[src/rtl/tsd_pkg.sv]
package tsd_pkg;

   // Slots the fetch counter runs ahead of the bus: one for the map read,
   // one for the tone read into the output register.
   localparam int unsigned TSD_LOOKAHEAD = 2;

   // An entry drives the bus only with its flag set and an existing tone.
   function automatic logic entry_live(input logic valid,
                                       input int unsigned idx,
                                       input int unsigned n_tones);
      return valid && (idx < n_tones);
   endfunction

endpackage

[src/rtl/tsd_slot_timer.sv]
module tsd_slot_timer #(
   parameter int unsigned SLOT_W = 8,
   parameter int unsigned LEAD   = 2
) (
   input  logic              clk,
   input  logic              rst_n,
   input  logic              slot_tick,
   input  logic              frame_strobe,
   output logic              frame_evt,
   output logic [SLOT_W-1:0] fetch_addr,
   output logic [SLOT_W-1:0] bus_slot
);

   localparam logic [SLOT_W-1:0] LEAD_V = SLOT_W'(LEAD);

   logic [SLOT_W-1:0] cnt_q;

   assign frame_evt = slot_tick & frame_strobe;

   // cnt_q always sits LEAD slots ahead of the slot on the bus.
   always_ff @(posedge clk or negedge rst_n) begin
      if (!rst_n) begin
         cnt_q <= LEAD_V;
      end else if (frame_evt) begin
         cnt_q <= LEAD_V;
      end else if (slot_tick) begin
         cnt_q <= cnt_q + 1'b1;
      end
   end

   assign fetch_addr = cnt_q;
   assign bus_slot   = cnt_q - LEAD_V;

endmodule

[src/rtl/tsd_slot_table.sv]
module tsd_slot_table #(
   parameter int unsigned NUM_SLOTS   = 256,
   parameter int unsigned SLOT_W      = 8,
   parameter int unsigned IDX_W       = 5,
   parameter bit          RESET_TABLE = 1'b1
) (
   input  logic              clk,
   input  logic              rst_n,
   input  logic              wr_en,
   input  logic [SLOT_W-1:0] wr_addr,
   input  logic              wr_valid,
   input  logic [IDX_W-1:0]  wr_idx,
   input  logic              rd_en,
   input  logic [SLOT_W-1:0] rd_addr,
   output logic              rd_valid,
   output logic [IDX_W-1:0]  rd_idx
);

   localparam int unsigned ENT_W = IDX_W + 1;

   logic [ENT_W-1:0] mem [NUM_SLOTS];
   logic [ENT_W-1:0] rd_q;

   // Write port: the host side.
   generate
      if (RESET_TABLE) begin : g_clr_map
         always_ff @(posedge clk or negedge rst_n) begin
            if (!rst_n) begin
               for (int i = 0; i < int'(NUM_SLOTS); i++) begin
                  mem[i] <= '0;
               end
            end else if (wr_en) begin
               mem[wr_addr] <= {wr_valid, wr_idx};
            end
         end
      end else begin : g_raw_map
         always_ff @(posedge clk) begin
            if (wr_en) begin
               mem[wr_addr] <= {wr_valid, wr_idx};
            end
         end
      end
   endgenerate

   // Read port: the counter side. Same-clock write returns the old entry.
   always_ff @(posedge clk or negedge rst_n) begin
      if (!rst_n) begin
         rd_q <= '0;
      end else if (rd_en) begin
         rd_q <= mem[rd_addr];
      end
   end

   assign {rd_valid, rd_idx} = rd_q;

endmodule

[src/rtl/tsd_tone_store.sv]
module tsd_tone_store #(
   parameter int unsigned NUM_TONES = 24,
   parameter int unsigned IDX_W     = 5,
   parameter int unsigned SAMP_W    = 8
) (
   input  logic              clk,
   input  logic              rst_n,
   input  logic              wr_en,
   input  logic [IDX_W-1:0]  wr_idx,
   input  logic [SAMP_W-1:0] wr_data,
   input  logic              swap,
   input  logic [IDX_W-1:0]  rd_idx,
   output logic [SAMP_W-1:0] rd_data
);

   logic [SAMP_W-1:0] view [NUM_TONES];

   generate
      for (genvar g = 0; g < int'(NUM_TONES); g++) begin : g_lane
         logic [SAMP_W-1:0] shadow_q;
         logic [SAMP_W-1:0] live_q;
         logic              hit;

         assign hit = wr_en && (wr_idx == IDX_W'(g));

         always_ff @(posedge clk or negedge rst_n) begin
            if (!rst_n) begin
               shadow_q <= '0;
               live_q   <= '0;
            end else begin
               if (hit)  shadow_q <= wr_data;
               if (swap) live_q   <= shadow_q;
            end
         end

         // On the swap clock the first slot of the new frame already sees
         // the value that is being copied into the live lane.
         assign view[g] = swap ? shadow_q : live_q;
      end
   endgenerate

   always_comb begin
      rd_data = '0;
      for (int i = 0; i < int'(NUM_TONES); i++) begin
         if (rd_idx == IDX_W'(i)) rd_data = view[i];
      end
   end

endmodule

[src/rtl/tone_slot_dist.sv]
module tone_slot_dist #(
   parameter int unsigned        NUM_SLOTS   = 256,
   parameter int unsigned        NUM_TONES   = 24,
   parameter int unsigned        SAMP_W      = 8,
   parameter int unsigned        IDX_W       = 5,
   parameter logic [SAMP_W-1:0]  IDLE_CODE   = '1,
   parameter bit                 RESET_TABLE = 1'b1,
   localparam int unsigned       SLOT_W      = $clog2(NUM_SLOTS)
) (
   input  logic              clk,
   input  logic              rst_n,
   input  logic              slot_tick,
   input  logic              frame_strobe,
   input  logic              tone_we,
   input  logic [IDX_W-1:0]  tone_idx,
   input  logic [SAMP_W-1:0] tone_sample,
   input  logic              tbl_we,
   input  logic [SLOT_W-1:0] tbl_addr,
   input  logic              tbl_valid,
   input  logic [IDX_W-1:0]  tbl_tone,
   output logic [SLOT_W-1:0] slot_num,
   output logic              slot_oe,
   output logic [SAMP_W-1:0] slot_data
);

   localparam int unsigned LEAD = tsd_pkg::TSD_LOOKAHEAD;

   generate
      if (NUM_SLOTS != (1 << SLOT_W)) begin : g_bad_slots
         $error("NUM_SLOTS must be a power of two");
      end
      if (NUM_TONES < 1 || NUM_TONES > (1 << IDX_W)) begin : g_bad_tones
         $error("NUM_TONES must fit the tone index width");
      end
      if (LEAD >= NUM_SLOTS) begin : g_bad_lead
         $error("lookahead must be shorter than the frame");
      end
   endgenerate

   logic              frame_evt;
   logic [SLOT_W-1:0] fetch_addr;
   logic [SLOT_W-1:0] bus_slot;
   logic              ent_valid;
   logic [IDX_W-1:0]  ent_idx;
   logic [SAMP_W-1:0] tone_q;
   logic              ent_ok;

   tsd_slot_timer #(
      .SLOT_W (SLOT_W),
      .LEAD   (LEAD)
   ) u_timer (
      .clk          (clk),
      .rst_n        (rst_n),
      .slot_tick    (slot_tick),
      .frame_strobe (frame_strobe),
      .frame_evt    (frame_evt),
      .fetch_addr   (fetch_addr),
      .bus_slot     (bus_slot)
   );

   tsd_slot_table #(
      .NUM_SLOTS   (NUM_SLOTS),
      .SLOT_W      (SLOT_W),
      .IDX_W       (IDX_W),
      .RESET_TABLE (RESET_TABLE)
   ) u_map (
      .clk      (clk),
      .rst_n    (rst_n),
      .wr_en    (tbl_we),
      .wr_addr  (tbl_addr),
      .wr_valid (tbl_valid),
      .wr_idx   (tbl_tone),
      .rd_en    (slot_tick),
      .rd_addr  (fetch_addr),
      .rd_valid (ent_valid),
      .rd_idx   (ent_idx)
   );

   tsd_tone_store #(
      .NUM_TONES (NUM_TONES),
      .IDX_W     (IDX_W),
      .SAMP_W    (SAMP_W)
   ) u_tones (
      .clk     (clk),
      .rst_n   (rst_n),
      .wr_en   (tone_we),
      .wr_idx  (tone_idx),
      .wr_data (tone_sample),
      .swap    (frame_evt),
      .rd_idx  (ent_idx),
      .rd_data (tone_q)
   );

   assign ent_ok = tsd_pkg::entry_live(ent_valid, 32'(ent_idx), NUM_TONES);

   always_ff @(posedge clk or negedge rst_n) begin
      if (!rst_n) begin
         slot_oe   <= 1'b0;
         slot_data <= IDLE_CODE;
      end else if (slot_tick) begin
         slot_oe   <= ent_ok;
         slot_data <= ent_ok ? tone_q : IDLE_CODE;
      end
   end

   assign slot_num = bus_slot;

endmodule

[config.mk]
export PLATFORM = sky130hd
export DESIGN_NAME = tone_slot_dist
export DESIGN_NICKNAME = d
export VERILOG_FILES = /design/src/rtl/tsd_pkg.sv /design/src/rtl/tsd_slot_timer.sv /design/src/rtl/tsd_slot_table.sv /design/src/rtl/tsd_tone_store.sv /design/src/rtl/tone_slot_dist.sv
export SDC_FILE = /design/constraint.sdc
export NUM_CORES = 2
export LEC_CHECK = 0
export BUFFER_PORTS_ARGS = -buffer_cell sky130_fd_sc_hd__buf_2
export CAP_MARGIN = 0
export CORE_MARGIN = 1
export CORE_UTILIZATION = 45
export DETAILED_ROUTE_END_ITERATION = 16
export HOLD_SLACK_MARGIN = 0.08
export RECOVER_POWER = 25
export REMOVE_ABC_BUFFERS = 1
export SLEW_MARGIN = 20
export SYNTH_ARGS = -nofsm -noshare
export SYNTH_HDL_FRONTEND = slang
export SYNTH_SLANG_ARGS = --single-unit
[constraint.sdc]
create_clock -name clk -period 2.9 [get_ports clk]
set_input_delay 0.29 -clock clk [delete_from_list [all_inputs] [get_ports clk]]
set_output_delay 0.29 -clock clk [all_outputs]
set_load 0.005 [all_outputs]
# Yosys cells after proc, flatten, opt, wreduce, memory -nomap -nowiden
# Cells that the tools add are included.
classes:
  n_addsub: 2
  muxes: 57
  n_eq_ne: 46
  n_bitwise: 3
  reduce_logical: 29
  order_cmp: 4
ops:
  columns: ["op", "n"]
  rows:
  - ["$bwmux W1536", 1]
  - ["$mux W8", 51]
  - ["$eq A5 B4 Y1 const B", 16]
  - ["$eq A5 B5 Y1 const B", 16]
  - ["$bmux W6 S8", 1]
  - ["$demux W6 S8", 1]
  - ["$eq A5 B3 Y1 const B", 8]
  - ["$logic_and A1 B1 Y1", 26]
  - ["$eq A5 B2 Y1 const B", 4]
  - ["$ge A9 B9 Y1 const B", 2]
  - ["$mux W6", 3]
  - ["$not A8 Y9", 2]
  - ["$eq A5 B1 Y1 const B", 2]
  - ["$logic_not A5 Y1", 2]
  - ["$lt A9 B1 Y1 const B", 1]
  - ["$add A8 B1 Y8 const B", 1]
  - ["$sub A8 B2 Y8 const B", 1]
  - ["$lt A5 B5 Y1 const B", 1]
  - ["$reduce_bool A2 Y1", 1]
  - ["$and A1 B1 Y1", 1]
word_totals:
  output_inout_bits: 17
  register_bits: 1943
  inputBits: 33
  word_cells: 449

# Longest topological paths before layout
depth:
  ltp_word: 27
  ltp_mapped: 13
  ltp_nobuf: 7

# Modules after synthesis
# A second synthesis with hierarchy kept.
hier_totals:
  cells_unflattened: 5983
  hier_area_um2: 88275.9
modules_own_cells:
  columns: ["module", "seq_area_each_um2", "area_per_inst_um2", "n_inst", "cells_each"]
  rows:
  - ["tsd_slot_table", 38587.0, 70641.5, 1, 4706]
  - ["tsd_tone_store", 9609.2, 16716.0, 1, 1184]
  - ["tsd_slot_timer", 201.4, 511.7, 1, 56]
  - ["tone_slot_dist", 235.2, 406.6, 1, 37]

# Worst setup path before layout
# No wires, ideal clock.
synth_path:
  path_type: "flip-flop to flip-flop"
  from: "register u_timer.cnt_q[1] (netlist: u_timer.fetch_addr[1])"
  to: "register u_map.rd_q[5]"
  stages_incl_launch_ff: 9
  synth_period_minus_slack_ps: 2722
  path_buffers: 3
  required_ps: 2764
  setup_ps: 136
  t_arrival_ps: 2586
  setup_slack_ps: 178
  cell_sequence: "dfstp_2 buf_2 buf_2 clkbuf_1 mux4_2 mux4_2 a221oi_1 o211ai_1 nor3b_1"
synth_between:
  elab_chain_cells: 4
synth_rtl:
  columns: ["element", "line_no", "text"]
  rows:
  - ["start, declared", "tsd_slot_timer.sv:16", "logic [SLOT_W-1:0] cnt_q;"]
  - ["start signal, assigned", "tsd_slot_timer.sv:27", "cnt_q <= cnt_q + 1'b1;"]
  - ["$not A8 Y9 (not written as such)", "tsd_slot_table.sv:50", "rd_q <= mem[rd_addr];"]
  - ["$bmux W6 S8", "tsd_slot_table.sv:50", null]
  - ["$mux W6 (not written as such) (2 in a row)", "tsd_slot_table.sv:50", null]
  - ["end signal, assigned", "tsd_slot_table.sv:50", null]
  - ["end, declared", "tsd_slot_table.sv:22", "logic [ENT_W-1:0] rd_q;"]
# Every way passes these cells. The select of a mux whose other input is x is not followed.
# A chain may end at the register's enable or synchronous reset.

# Final worst setup path
layout_path:
  from: "register u_timer.cnt_q[1] (netlist: u_timer.fetch_addr[1])"
  to: "register u_map.rd_q[3]"
# The elaborated chain is that of the path after synthesis.

==> results.ini <==
[outcome]
status=finished, violations left
violations=setup timing

[placement]
port_buffers=49
pre_cts_ws_ns=-0.304
dp_hpwl_mm=162
place_area_sq_mm=0.0949
placed_cells=8839
gp_congestion=0.916

[setup_path]
crit_path_start=u_timer.fetch_addr[1]
path_cells=buf_12, buf_16, buf_12, buf_16, mux4_2, mux4_2, nand2_2, nand3_2, nand2_2, o211ai_1, nor3b_2
required_ns=3.65
crit_slowest_cell=dfstp_4
worstPathArrival_ns=3.73
r2r_start=u_timer.fetch_addr[1]
end_kind=register
path_class=reg -> reg
worstPathMaxFanout=8
startpoint_type=register
slowest_delay_ns=0.67

[pwr]
seqPwrFrac_pct=44.9
p_sw_share_pct=27.1
p_int_w=0.0496
clkPwrFrac_pct=38.4
peakVddDrop_uv=631
p_switching_w=0.0184
powerDensity_mw_per_mm2=656
comb_power_share_pct=16.7
p_leak_nw=49.3

[floorplanning]
initial_core_util_pct=45.5
die_w_um=444
die_area_sq_mm=0.197
ios=50
core_sq_mm=0.193
chipHeight_um=444
fp-row-count=161

[cells_and_area]
drive_above_1_share_pct=48.7
design_area_sq_mm=0.104
area_growth_pct=17.9
layoutNonFillerInstCount=9315
nFillCells=16000
layout.nets=6661
final_util_pct=53.6

[min_path]
hold_path_class=in -> reg
hold_path_startpoint=tbl_tone[0]

[timing]
drv_slew=0
finalWorstSetupSlack_ns=-0.0835
relSlewSlack_pct=1.49
fin_crit_sh_pct=103
fmax_mhz=335
rsz0062_at_grt=true
finClkSkew_ns=0.0455
worst_slew_pin_slew_ns=1.48
whs_ns=0.135
finalHoldViolations=0
layout_min_cycle_time_ns=2.98
setup_viol=5

[clock_network]
clkTransAtPathRegs_ns=0.06
htreeDepth=4
cts_root_buffer=clkbuf_16
tritoncts=yes
clkLatencyLatePin_ns=0.86
cts_buffer_depth=3
clock-sinks=1943
cts_buffers=204

[detailed_routing]
drt_first_iter_violations=3848
vias=54600
wl_met3_mm=12.2
highest_layer=met4
post-route-drc-count=0
drtAntennaViolNets=0
via_per_inst=5.86
dr.pass1.iters=7
avgRoutedWirePerCell_um=26.7
route.met2.wl_mm=119
m1WireLength_mm=109
wl_mm=249

[synth]
synth_edf_count=0
synth.area.top_cells=dfrtp_1 (55%), mux2_2 (23%), mux4_2 (9.3%)
synth_top_flop_cell=dfrtp_1
synth_xor_area_share_pct=0.0697
synth_fa_ha_area_share_pct=0.0427
synth-seq-cells=1943
yosysUniqueCellTypes=72
syn-mean-instance-area_sq_um=14.3
synth_top_family_by_area=multiplexers
yosys.area_share.simple_pct=4.89
synth_compound_area_share_pct=3.56
ys_async_sr_fraction_pct=100
synth_top_cell_by_area=dfrtp_1
netlist_area_sq_mm=0.0880
synth_top_cell_area_share_pct=55.0
muxShareOfSynthArea_pct=33.8
syn_inst=6162
ys_warn_count=0
seq_area_frac_synth_pct=55.3

[global_routing]
grt_max_degree=145
grtUsageTotal_pct=25.4
antenna_found_initial=9
gr-total-overflow=0
grt_pass1_vias=57400
grt_pass1_wl_mm=379

[job]
maxCapViolCount=0

-- power groups by stage --
stage	clock network [W]	registers [W]	logic, W
global route	0.0277	0.0308	0.0121
CTS	0.0267	0.0305	0.0113
floorplan	0	0.0311	0.00536
global placement	0	0.0310	0.0102
detailed placement	0	0.0311	0.0103
finish	0.0261	0.0306	0.0113
-- cells in the mapped netlist, types with 37 or more instances --
cell type and instances:
a21oi_1 80, nand3_1 58, mux2i_1 123, a22oi_1 73, buf_2 40, mux2_2 1792
o21ai_0 37, nor2_1 253, mux4_2 362, dfrtp_1 1934, clkbuf_1 326, nand2_1 540
-- layout by cell type (no fill, tap or decap), drive strengths merged, types with 7 or more instances in the layout --
master       count
a2111oi         19
a211oi          23
a21boi          18
a21o             9
a21oi           80
a221oi          12
a22oi           73
a31oi           23
a32oi            7
and2            11
and3            27
buf            648
bufinv           7
clkbuf         337
clkinv          43
dfrtp         1934
dfstp            9
dlygate4sd3     13
inv             27
mux2          1809
mux2i          123
mux4           362
nand2          540
nand2b          17
nand3           58
nor2           253
nor2b           32
nor3            27
o2111a           8
o2111ai          9
o211ai          26
o21a             9
o21ai           43
o21bai           7
o221ai          12
o22ai           29
or2             21
-- timing repair --
| action | in CTS | in global routing |
|---|---|---|
| pin swaps | 34 | 14 |
| hold buffers | 14 | 0 |
| endpoints found under the setup margin | 12 | 11 |
| setup buffers | 73 | 9 |
| cloned | 14 | 2 |
| endpoints found under the hold margin | 1672 | 0 |
| gates resized for setup | 187 | 48 |
-- state kept, by name, indices dropped and copies added, names as in the netlist --
register / flops
u_map.mem: 1536
u_tones.g_lane.live_q: 192
u_tones.g_lane.shadow_q: 192
slot_data: 8
u_timer.fetch_addr: 8
u_map.rd_q: 6
slot_oe: 1
-- worst max-delay path, delay by kind of cell (launching register included) --
family,cells,cell delay (ns)
simple gates,4,0.54
compound gates,1,0.22
flops,1,0.67
mux,2,0.77
buf+inv,4,0.63
-- per-stage QoR --
| step | power (W) | TNS (ns) |
|---|---|---|
| after floorplan | 0.0364 | -446.01 |
| after detailed placement | 0.0414 | -1.41 |
| after CTS | 0.0685 | -0.105 |
| final | 0.0680 | -0.212 |
| after global placement | 0.0411 | -1.54 |
| after global routing | 0.0706 | -1.40 |
-- cell families (layout without fill, tap and decap cells) --
logic type	after synthesis	count (layout)
AO/OA/AOI/OAI	444	444
XOR/XNOR	7	7
adder cells (fa/ha/maj)	3	3
buffers and inverters	457	1081
flip-flops	1943	1943
multiplexers	2294	2294
other	0	3
AND/OR/NAND/NOR	1014	1014
-- final timing paths --
check,slack (ns),cells after the start,to
worst max register to register,-0.08,11,u_map.rd_q[3]
max in group asynchronous,0.28,4,u_tones.g_lane[19].shadow_q[2]
min in group asynchronous,0.92,3,u_map.mem[703]
worst min-delay path,0.14,2,u_map.mem[444]
worst min register to register,0.47,2,u_tones.g_lane[11].live_q[5]
worst max-delay path,-0.08,11,u_map.rd_q[3]
-- layer usage --
| metal | up-vias | track usage (%) |
|---|---|---|
| li1 | 23500 | - |
| met1 | 29300 | 35.2 |
| met2 | 1360 | 41.1 |
| met3 | 417 | 3.89 |
| met4 | 0 | 8.24 |
| met5 | - | 0 |
-- area by class of cell --
class	instances	area, sq um	share of cell area, %
Sequential cell	1943	48700	46.9
Multi-Input combinational cell	3762	38100	36.7
Timing Repair Buffer	692	6980	6.73
Clock buffer	308	6030	5.81
Tap cell	2526	3160	3.05
Clock inverter	59	692	0.667
Inverter	22	90.1	0.0869
Antenna cell	3	7.51	0.00724
Note: power is estimated with default switching activity, not from simulation.
